--- src/rtl/fe_seq_pkg.sv ---
package fe_seq_pkg;
    typedef enum logic [2:0] {
        PH_IDLE = 3'd0,
        PH_GRST = 3'd1,
        PH_ARM  = 3'd2,
        PH_ACQ  = 3'd3,
        PH_CONV = 3'd4,
        PH_RO   = 3'd5
    } phase_e;
endpackage

--- src/rtl/fe_rate_gen.sv ---
module fe_rate_gen #(
    parameter int HALF_W = 5
) (
    input  logic              clk,
    input  logic              rst_n,
    input  logic              run_i,
    input  logic [HALF_W-1:0] half_i,
    output logic              clk_o,
    output logic              rise_o
);
    typedef struct packed {
        logic [HALF_W-1:0] cnt;
        logic              lvl;
    } rg_t;

    rg_t r_q, r_d;
    logic wrap;

    assign wrap   = (r_q.cnt >= (half_i - HALF_W'(1)));
    assign rise_o = wrap && !r_q.lvl;
    assign clk_o  = r_q.lvl;

    always_comb begin
        r_d = r_q;
        if (!run_i) begin
            r_d.cnt = '0;
            r_d.lvl = 1'b0;
        end else if (wrap) begin
            r_d.cnt = '0;
            r_d.lvl = !r_q.lvl;
        end else begin
            r_d.cnt = r_q.cnt + HALF_W'(1);
        end
    end

    always_ff @(posedge clk or negedge rst_n) begin
        if (!rst_n) r_q <= '0;
        else        r_q <= r_d;
    end
endmodule

--- src/rtl/fe_byte_pack.sv ---
module fe_byte_pack #(
    parameter int BYTE_W = 8
) (
    input  logic              clk,
    input  logic              rst_n,
    input  logic              clr_i,
    input  logic              take_i,
    input  logic              bit_i,
    output logic [BYTE_W-1:0] byte_o,
    output logic              vld_o
);
    localparam int CW = $clog2(BYTE_W);

    typedef struct packed {
        logic [BYTE_W-2:0] sh;
        logic [CW-1:0]     cnt;
        logic [BYTE_W-1:0] dat;
        logic              vld;
    } bp_t;

    bp_t b_q, b_d;

    always_comb begin
        b_d     = b_q;
        b_d.vld = 1'b0;
        if (clr_i) begin
            b_d.sh  = '0;
            b_d.cnt = '0;
        end else if (take_i) begin
            if (b_q.cnt == CW'(BYTE_W-1)) begin
                b_d.dat = {b_q.sh, bit_i};
                b_d.vld = 1'b1;
                b_d.cnt = '0;
            end else begin
                b_d.sh  = {b_q.sh[BYTE_W-3:0], bit_i};
                b_d.cnt = b_q.cnt + CW'(1);
            end
        end
    end

    always_ff @(posedge clk or negedge rst_n) begin
        if (!rst_n) b_q <= '0;
        else        b_q <= b_d;
    end

    assign byte_o = b_q.dat;
    assign vld_o  = b_q.vld;

    AST_VLD_SINGLE: assert property (@(posedge clk) disable iff (!rst_n)
        vld_o |=> !vld_o);
endmodule

--- src/rtl/fe_phase_seq.sv ---
module fe_phase_seq
    import fe_seq_pkg::*;
#(
    parameter int ACQ_HALF     = 5,
    parameter int RST_CYC      = 4,
    parameter int CONV_CLKS    = 16,
    parameter int TIMEOUT_CLKS = 64,
    parameter int HALF_W       = 5,
    parameter int BYTE_W       = 8
) (
    input  logic              clk,
    input  logic              rst_n,
    input  logic              start_i,
    input  logic              train_i,
    input  logic              ram_full_i,
    input  logic              token_back_i,
    input  logic              tx_en_i,
    input  logic              data_i,
    input  logic [HALF_W-1:0] ro_half_i,
    output logic [2:0]        phase_o,
    output logic              glb_rst_o,
    output logic              acq_ro_clk_o,
    output logic              conv_en_o,
    output logic              token_o,
    output logic [BYTE_W-1:0] byte_o,
    output logic              byte_vld_o,
    output logic              full_o,
    output logic              timeout_err_o,
    output logic              done_o
);
    localparam int PC_MAX = (CONV_CLKS > RST_CYC) ? CONV_CLKS : RST_CYC;
    localparam int PC_W   = $clog2(PC_MAX + 1);
    localparam int EW     = $clog2(TIMEOUT_CLKS + 1);

    typedef struct packed {
        phase_e        ph;
        logic [PC_W-1:0] pc;
        logic [EW-1:0]   edges;
        logic          full;
        logic          err;
        logic          done;
    } seq_t;

    seq_t s_q, s_d;

    logic              rise_raw;
    logic              run;
    logic [HALF_W-1:0] half_sel;

    assign half_sel = (s_q.ph == PH_ACQ) ? HALF_W'(ACQ_HALF) : ro_half_i;

    always_comb begin
        s_d      = s_q;
        s_d.done = 1'b0;
        if (s_q.ph != PH_IDLE && ram_full_i) s_d.full = 1'b1;
        unique case (s_q.ph)
            PH_IDLE: if (start_i) begin
                s_d.ph   = PH_GRST;
                s_d.pc   = '0;
                s_d.err  = 1'b0;
                s_d.full = 1'b0;
            end
            PH_GRST: if (s_q.pc == PC_W'(RST_CYC-1)) begin
                s_d.ph = PH_ARM;
                s_d.pc = '0;
            end else begin
                s_d.pc = s_q.pc + PC_W'(1);
            end
            PH_ARM: if (train_i) s_d.ph = PH_ACQ;
            PH_ACQ: if (!train_i || ram_full_i) begin
                s_d.ph = PH_CONV;
                s_d.pc = '0;
            end
            PH_CONV: if (s_q.pc == PC_W'(CONV_CLKS-1)) begin
                s_d.ph = PH_RO;
                s_d.pc = '0;
            end else begin
                s_d.pc = s_q.pc + PC_W'(1);
            end
            PH_RO: if (token_back_i) begin
                s_d.ph   = PH_IDLE;
                s_d.done = 1'b1;
            end else if (rise_raw && s_q.edges == EW'(TIMEOUT_CLKS-1)) begin
                s_d.ph  = PH_IDLE;
                s_d.err = 1'b1;
            end else if (rise_raw) begin
                s_d.edges = s_q.edges + EW'(1);
            end
            default: s_d.ph = PH_IDLE;
        endcase
        if (s_q.ph != PH_RO) s_d.edges = '0;
    end

    always_ff @(posedge clk or negedge rst_n) begin
        if (!rst_n) s_q <= '{ph: PH_IDLE, default: '0};
        else        s_q <= s_d;
    end

    assign run = (s_q.ph == PH_ACQ || s_q.ph == PH_RO) && (s_d.ph == s_q.ph);

    fe_rate_gen #(.HALF_W(HALF_W)) u_rate (
        .clk    (clk),
        .rst_n  (rst_n),
        .run_i  (run),
        .half_i (half_sel),
        .clk_o  (acq_ro_clk_o),
        .rise_o (rise_raw)
    );

    fe_byte_pack #(.BYTE_W(BYTE_W)) u_pack (
        .clk    (clk),
        .rst_n  (rst_n),
        .clr_i  (s_q.ph != PH_RO),
        .take_i (s_q.ph == PH_RO && run && rise_raw && tx_en_i),
        .bit_i  (data_i),
        .byte_o (byte_o),
        .vld_o  (byte_vld_o)
    );

    assign phase_o       = s_q.ph;
    assign glb_rst_o     = (s_q.ph == PH_GRST);
    assign conv_en_o     = (s_q.ph == PH_CONV);
    assign token_o       = (s_q.ph == PH_RO) && (s_q.edges < EW'(2));
    assign full_o        = s_q.full;
    assign timeout_err_o = s_q.err;
    assign done_o        = s_q.done;

    AST_GRST_FROM_START: assert property (@(posedge clk) disable iff (!rst_n)
        $rose(glb_rst_o) |-> $past(start_i));
    AST_CLK_ACTIVE_ONLY: assert property (@(posedge clk) disable iff (!rst_n)
        acq_ro_clk_o |-> (phase_o == 3'd3 || phase_o == 3'd5));
    AST_CONV_CLK_LOW: assert property (@(posedge clk) disable iff (!rst_n)
        conv_en_o |-> !acq_ro_clk_o);
    AST_TOKEN_ON_ENTRY: assert property (@(posedge clk) disable iff (!rst_n)
        $rose(token_o) |-> $past(conv_en_o));
    AST_FULL_STICKY: assert property (@(posedge clk) disable iff (!rst_n)
        (full_o && !(phase_o == 3'd0 && start_i)) |=> full_o);
    AST_ERR_ONLY_FROM_RO: assert property (@(posedge clk) disable iff (!rst_n)
        $rose(timeout_err_o) |-> (phase_o == 3'd0 && $past(phase_o) == 3'd5));
endmodule

--- config.mk ---
export PLATFORM = sky130hd
export DESIGN_NAME = fe_phase_seq
export DESIGN_NICKNAME = d
export VERILOG_FILES = /design/src/rtl/fe_seq_pkg.sv /design/src/rtl/fe_rate_gen.sv /design/src/rtl/fe_byte_pack.sv /design/src/rtl/fe_phase_seq.sv
export SDC_FILE = /design/constraint.sdc
export NUM_CORES = 1
export LEC_CHECK = 0
export BUFFER_PORTS_ARGS = -buffer_cell sky130_fd_sc_hd__buf_2
export CORE_MARGIN = 2
export CORE_UTILIZATION = 55
export DETAILED_ROUTE_END_ITERATION = 6
export PLACE_DENSITY = 0.76
export SYNTH_ARGS = -nofsm -noshare
export SYNTH_HDL_FRONTEND = slang
export SYNTH_HIERARCHICAL = 1
export SYNTH_SLANG_ARGS = --single-unit
--- constraint.sdc ---
create_clock -name clk -period 3.9 [get_ports clk]
set_input_delay 0.78 -clock clk [delete_from_list [all_inputs] [get_ports clk]]
set_output_delay 0.78 -clock clk [all_outputs]
set_load 0.1 [all_outputs]
# After elaboration in Yosys (flattened, before gate mapping)

Index checks and enable logic that the tools add are counted.

$add $sub $neg: 5
Order comparisons: 2
Equality and inequality tests: 19
Mux-type cells: 34
Bitwise gates (word level): 1
Reductions and logical operators: 24

Operator list:

| kind                                                | number |
|---|---|
| two-way mux 7 bit                                   | 6 |
| two-way mux 5 bit                                   | 4 |
| one-hot mux 5 bit (4 select lines)                  | 1 |
| two-way mux 19 bit                                  | 1 |
| two-way mux 3 bit                                   | 6 |
| one-hot mux 3 bit (6 select lines)                  | 1 |
| two-way mux 8 bit                                   | 2 |
| adder 5 x 1 -> 5 bit, second input constant         | 2 |
| two-way mux 10 bit                                  | 1 |
| != test 2 x 1 -> 1 bit, second input constant       | 5 |
| equality test 3 bit, second input constant          | 3 |
| two-way mux 9 bit                                   | 1 |
| logical AND 1 bit                                   | 8 |
| two-way mux 1 bit                                   | 8 |
| AND reduction 4 bit                                 | 2 |
| nonzero test 2 bit                                  | 4 |
| adder 7 x 1 -> 7 bit, second input constant         | 1 |
| equality test 7 x 6 -> 1 bit, second input constant | 1 |
| < comparator 7 x 2 -> 1 bit, second input constant  | 1 |
| equality test 3 x 2 -> 1 bit, second input constant | 2 |
| two-way mux 6 bit                                   | 1 |
| != test 2 bit, second input constant                | 3 |
| AND reduction 3 bit                                 | 2 |
| equality test 5 x 2 -> 1 bit, second input constant | 1 |
| 16 further kinds                                    | 18 |

Flip-flop bits (word level): 43
Input bits: 13
Output and inout port bits: 19

# Depth between registers and ports, before layout

Depth in word-level cells: 16
Depth in mapped cells: 18
Depth with buffers taken out: 15

# By module

Netlist, hierarchy kept.

By module, submodules not included:

| module       | instances | cells an instance | area each (µm²) |
|---|---|---|---|
| fe_phase_seq | 1         | 118               | 1138.6 |
| fe_byte_pack | 1         | 66                | 868.3 |
| fe_rate_gen  | 1         | 50                | 470.5 |

# Worst setup path after synthesis

OpenSTA, ideal clock, no wires.

Path kind: reg2out
From: reg s_q[8] in the netlist's numbering
To: out token_o
Data arrival time: 3718 ps
Data required time: 3120 ps
Setup slack: -598 ps
Cell stages (with the launch flop): 3
Path buffers: 0
Path through: dfrtp_1 -> or4_1 -> nor4_1

Longest elaborated chain between the ends: 2

RTL lines:

| element                     | line                | text |
|---|---|---|
| from (decl)                 | fe_phase_seq.sv:44  | `seq_t s_q, s_d;` |
| from (signal assigned)      | fe_phase_seq.sv:95  | `if (!rst_n) s_q <= '{ph: PH_IDLE, default: '0};` |
| from (signal assigned)      | fe_phase_seq.sv:96  | `else s_q <= s_d;` |
| < comparator 7 x 2 -> 1 bit | fe_phase_seq.sv:123 | `assign token_o = (s_q.ph == PH_RO) && (s_q.edges < EW'(2));` |
| logical AND 1 bit           | fe_phase_seq.sv:123 |  |
| to (decl)                   | fe_phase_seq.sv:24  | `output logic token_o,` |

No other way between the ends.

# Final worst setup path

From: reg s_q, in the netlist phase_o[2]
To: reg u_pack/b_q[16] in the netlist's numbering

Longest elaborated chain between the ends: 16
Elaborated cells on any way between the ends: 30

RTL lines:

| element                                  | line                | text |
|---|---|---|
| equality test 3 x 2 -> 1 bit (*)         | fe_phase_seq.sv:50  | `assign half_sel = (s_q.ph == PH_ACQ) ? HALF_W'(ACQ_HALF) : ro_half_i;` |
| two-way mux 5 bit (*)                    | fe_phase_seq.sv:50  |  |
| via half_sel[1]                          | fe_phase_seq.sv:48  | `logic [HALF_W-1:0] half_sel;` |
| subtractor 5 x 1 -> 5 bit (*)            | fe_rate_gen.sv:19   | `assign wrap = (r_q.cnt >= (half_i - HALF_W'(1)));` |
| greater-or-equal comparator 5 bit (*)    | fe_rate_gen.sv:19   |  |
| logical AND 1 bit (*)                    | fe_rate_gen.sv:20   | `assign rise_o = wrap && !r_q.lvl;` |
| via rise_raw                             | fe_phase_seq.sv:46  | `logic rise_raw;` |
| logical AND 1 bit                        | fe_phase_seq.sv:83  | `end else if (rise_raw && s_q.edges == EW'(TIMEOUT_CLKS-1)) begin` |
| two-way mux 3 bit                        | fe_phase_seq.sv:83  |  |
| two-way mux 3 bit                        | fe_phase_seq.sv:80  | `PH_RO: if (token_back_i) begin` |
| one-hot mux 3 bit (6 select lines)       | fe_phase_seq.sv:56  | `unique case (s_q.ph)` |
| equality test 3 bit                      | fe_phase_seq.sv:99  | `assign run = (s_q.ph == PH_ACQ \|\| s_q.ph == PH_RO) && (s_d.ph == s_q.ph);` |
| logical AND 1 bit                        | fe_phase_seq.sv:99  |  |
| logical AND 1 bit                        | fe_phase_seq.sv:114 | `.take_i (s_q.ph == PH_RO && run && rise_raw && tx_en_i),` |
| logical AND 1 bit (*) (2 in series)      | fe_phase_seq.sv:114 |  |
| nonzero test 2 bit (no source line) (*)  | --                  |  |
| AND reduction 2 bit (no source line) (*) | --                  |  |
| to (signal assigned)                     | fe_byte_pack.sv:42  | `if (!rst_n) b_q <= '0;` |
| to (signal assigned)                     | fe_byte_pack.sv:43  | `else b_q <= b_d;` |
| to (decl)                                | fe_byte_pack.sv:21  | `bp_t b_q, b_d;` |

Mark *: on every way through the listed nets, which the timed path passes. The rest lies on a longest branch. The select of a mux whose other input is x is not followed.
A chain may end at the register's enable or synchronous reset.

==> impl_results.md <==
* Nets at 286
* CTS clk-pin slew, worst paths at 0.08 ns
* Initial antenna violation count at 0
* Top sig layer: met4
* GPL Wtd Cong at 0.794
* Family with the most delay on the worst path: simple AND/OR/NAND/NOR gates
* # diodes at 0
* First-pass GRT wire length at 7240 um
* Clock latency at the later pin of the worst-skew pair at 0.30 ns
* Area leader, netlist: dfrtp_1
* DR pass1 iterations at 5
* Vias per cell at 5.37
* Final Util at 0.629
* Remaining DRCs at 0
* Power per cell area at 608 nW/um2
* Peak supply drop at 0.483 mV
* Top cells by area, synth: dfrtp_1 (43%), ha_1 (7.1%), nor2_1 (4.4%)
* Number of synthesized flops with an enable pin at 0
* CP max FO at 7
* Setup slack after layout at 0.399 ns
* Clk sink count at 43
* Die area at 5060 um2
* Num CTS Buffers at 5
* FFs w/ async S/R, synth at 1.00
* Mapped Cells at 234
* Main flop type after synthesis: dfrtp_1
* Netlist cell types at 53
* Final antenna-violating net count at 0
* Worst Setup Slack post-DPL at 0.240 ns
* Slew HR at 0.374
* HPWL after DPL at 3120 um
* Die Ht at 71.1 um
* Register area share after synthesis at 0.434
* Critical-path top delay cell: and2b_1
* Syn_nets at 261
* Metal-1 WL at 2020 um
* Clock Skews at 0.00653 ns
* Most used cell, CP: ha_1
* Post-synthesis cell area at 2480 um2
* Max Freq at 0.286 GHz
* Deepest clock path buffer count at 2
* Met3 WL at 143 um
* Most common cell after layout, fill and taps aside: dfrtp_1
* Mean area per synthesized cell at 10.6 um2
* Top Ports at 32
* Final min period at 3.50 ns
* Maximum level of the CTS H-tree at 2
* # hold bufs at CTS at 0
* CTS root buf: clkbuf_8
* Slew Viols, Final at 0
* Setup crit end kind: flip-flop
* Worst EP required at 4.08 ns
* Slowest stage delay, CP at 0.41 ns
* Crit share post-route at 0.898
* Share of the synthesized area in the top cell type at 0.434
* Startpoint class of the critical path: flip-flop
* Lkg Pwr at 1.33 nW
* Iteration-0 DRC Markers at 60
* Syn. warnings at 6
* Core Region at 4350 um2
* Final Total Pwr at 1.67 mW
* Post-CTS Setup Repair Bufs at 0
* WP buf/inv at 1
* Port Buffer Count at 31
* Maximum number of pins on one net before global-route repair at 44
* GRT Overall Usage at 0.180
* Least-Margin Pin Slew at 0.938 ns
* Hold Path Class: flip-flop to flip-flop
* Most frequent cells in the layout: dfrtp_1 (43), buf_2 (31), nor2_1 (29)
* Vias after detailed routing at 1,676
* TNS Setup at 0 ns
* Worst Path Arrival at 3.68 ns
* Grt ovf at 0
* Sequential cell area at 1080 um2
* Per-cell routed wire length at 13.7 um
* Final WL at 4270 um
* Post-CTS Resized at 0
* RSZ-0062 raised after global routing: false
* Area Growth Syn to Fin at 10.6%
* Die X at 71.1 um
* Vias in the first global route at 1,618
* Multi-input combinational cell area at 1240 um2
* CTS tree: yes
* Hold Vio Cnt, Final at 0
* Share of layout cells above drive strength 1 at 0.262
* CP Class: flip-flop to flip-flop
* Critical path cell sequence: nand3b_1 > and2_1 > inv_1 > ha_1 > nand2_1 > xor2_1 > ha_1 > a21oi_4 > a21oi_1 > a211o_1 > nor3_1 > and2b_1 > mux2i_1 > nor2_1
* Max-cap viol count at 0
* Fill cells at 366
* Final Setup Violations at 0
* Routed wire length on met2 at 2050 um
* # rows at 24
* Initial Utilization at 0.569
* Post-synthesis register bit count at 43
* Run status: finished, final reports clean
## routing by layer
layer / global-route usage / vias to the layer above
li1: - / 848
met1: 0.239 / 795
met2: 0.295 / 27
met3: 0.0413 / 6
met4: 0.0566 / 0
met5: 0 / -
## state kept, by name (all words and copies together) (netlist names)
| register | cells |
|---|---|
| u_pack/b_q | 10 |
| timeout_err_o | 1 |
| u_rate/clk_o | 1 |
| done_o | 1 |
| u_rate/r_q | 5 |
| u_pack/vld_o | 1 |
| phase_o | 3 |
| full_o | 1 |
| u_pack/byte_o | 8 |
| s_q | 12 |
## power breakdown
part | total (mW) | internal [mW] | switching (mW)
logic | 0.734 | 0.213 | 0.521
clock network | 0.414 | 0.255 | 0.159
registers | 0.518 | 0.486 | 0.0324
total | 1.67 | 0.954 | 0.712
## Yosys cell counts, drive strengths merged (2+ instances only)
| library cell | number |
|---|---|
| inv | 10 |
| a21oi | 9 |
| nor3 | 4 |
| a211o | 2 |
| nand3 | 8 |
| buf | 16 |
| a22o | 2 |
| nand2b | 7 |
| nand2 | 11 |
| o21ai | 4 |
| nor3b | 3 |
| mux2i | 10 |
| and2 | 5 |
| ha | 14 |
| xnor2 | 4 |
| nand3b | 6 |
| dfrtp | 43 |
| mux2 | 9 |
| nor2b | 4 |
| xor2 | 7 |
| o211ai | 3 |
| nor2 | 32 |
## metrics by stage
step	cells	instance area [um2]	hold slack [ns]
6_report	312	2740	0.487
5_1_grt	312	2740	0.505
4_1_cts	312	2740	0.488
3_5_place_dp	304	2600	0.477
3_3_place_gp	304	2600	0.475
2_1_floorplan	234	2480	0.451
## kinds of logic after synthesis
| family | count (synthesis) | synth area share |
|---|---|---|
| buf+inv | 27 | 0.0677 |
| flops | 43 | 0.434 |
| compound gates | 31 | 0.102 |
| fa+ha+maj | 14 | 0.0707 |
| mux | 19 | 0.0813 |
| xor+xnor | 11 | 0.0389 |
| simple gates | 89 | 0.205 |
## area by class of cell
type                    instances  share of cell area
clock inverters                 3              0.0247
clock buffers                   5              0.0251
inverters                      10              0.0137
well taps                      52              0.0237
flip-flops and latches         43               0.393
multi-input cells             164               0.453
repair buffers                 35              0.0676
## path summary, 6_finish.rpt
check	from	slack, ns	cells after the start	end
setup / recovery	phase_o[2]	0.40	14	u_pack/b_q[16]
hold / removal	u_rate/r_q[1]	0.49	1	u_rate/r_q[1]
setup reg to reg	phase_o[2]	0.40	14	u_pack/b_q[16]
hold reg to reg	u_rate/r_q[1]	0.49	1	u_rate/r_q[1]
max in group asynchronous	rst_n	2.70	1	phase_o[2]
min in group asynchronous	rst_n	0.62	1	s_q[4]
Power figures use the tool's default switching activity.
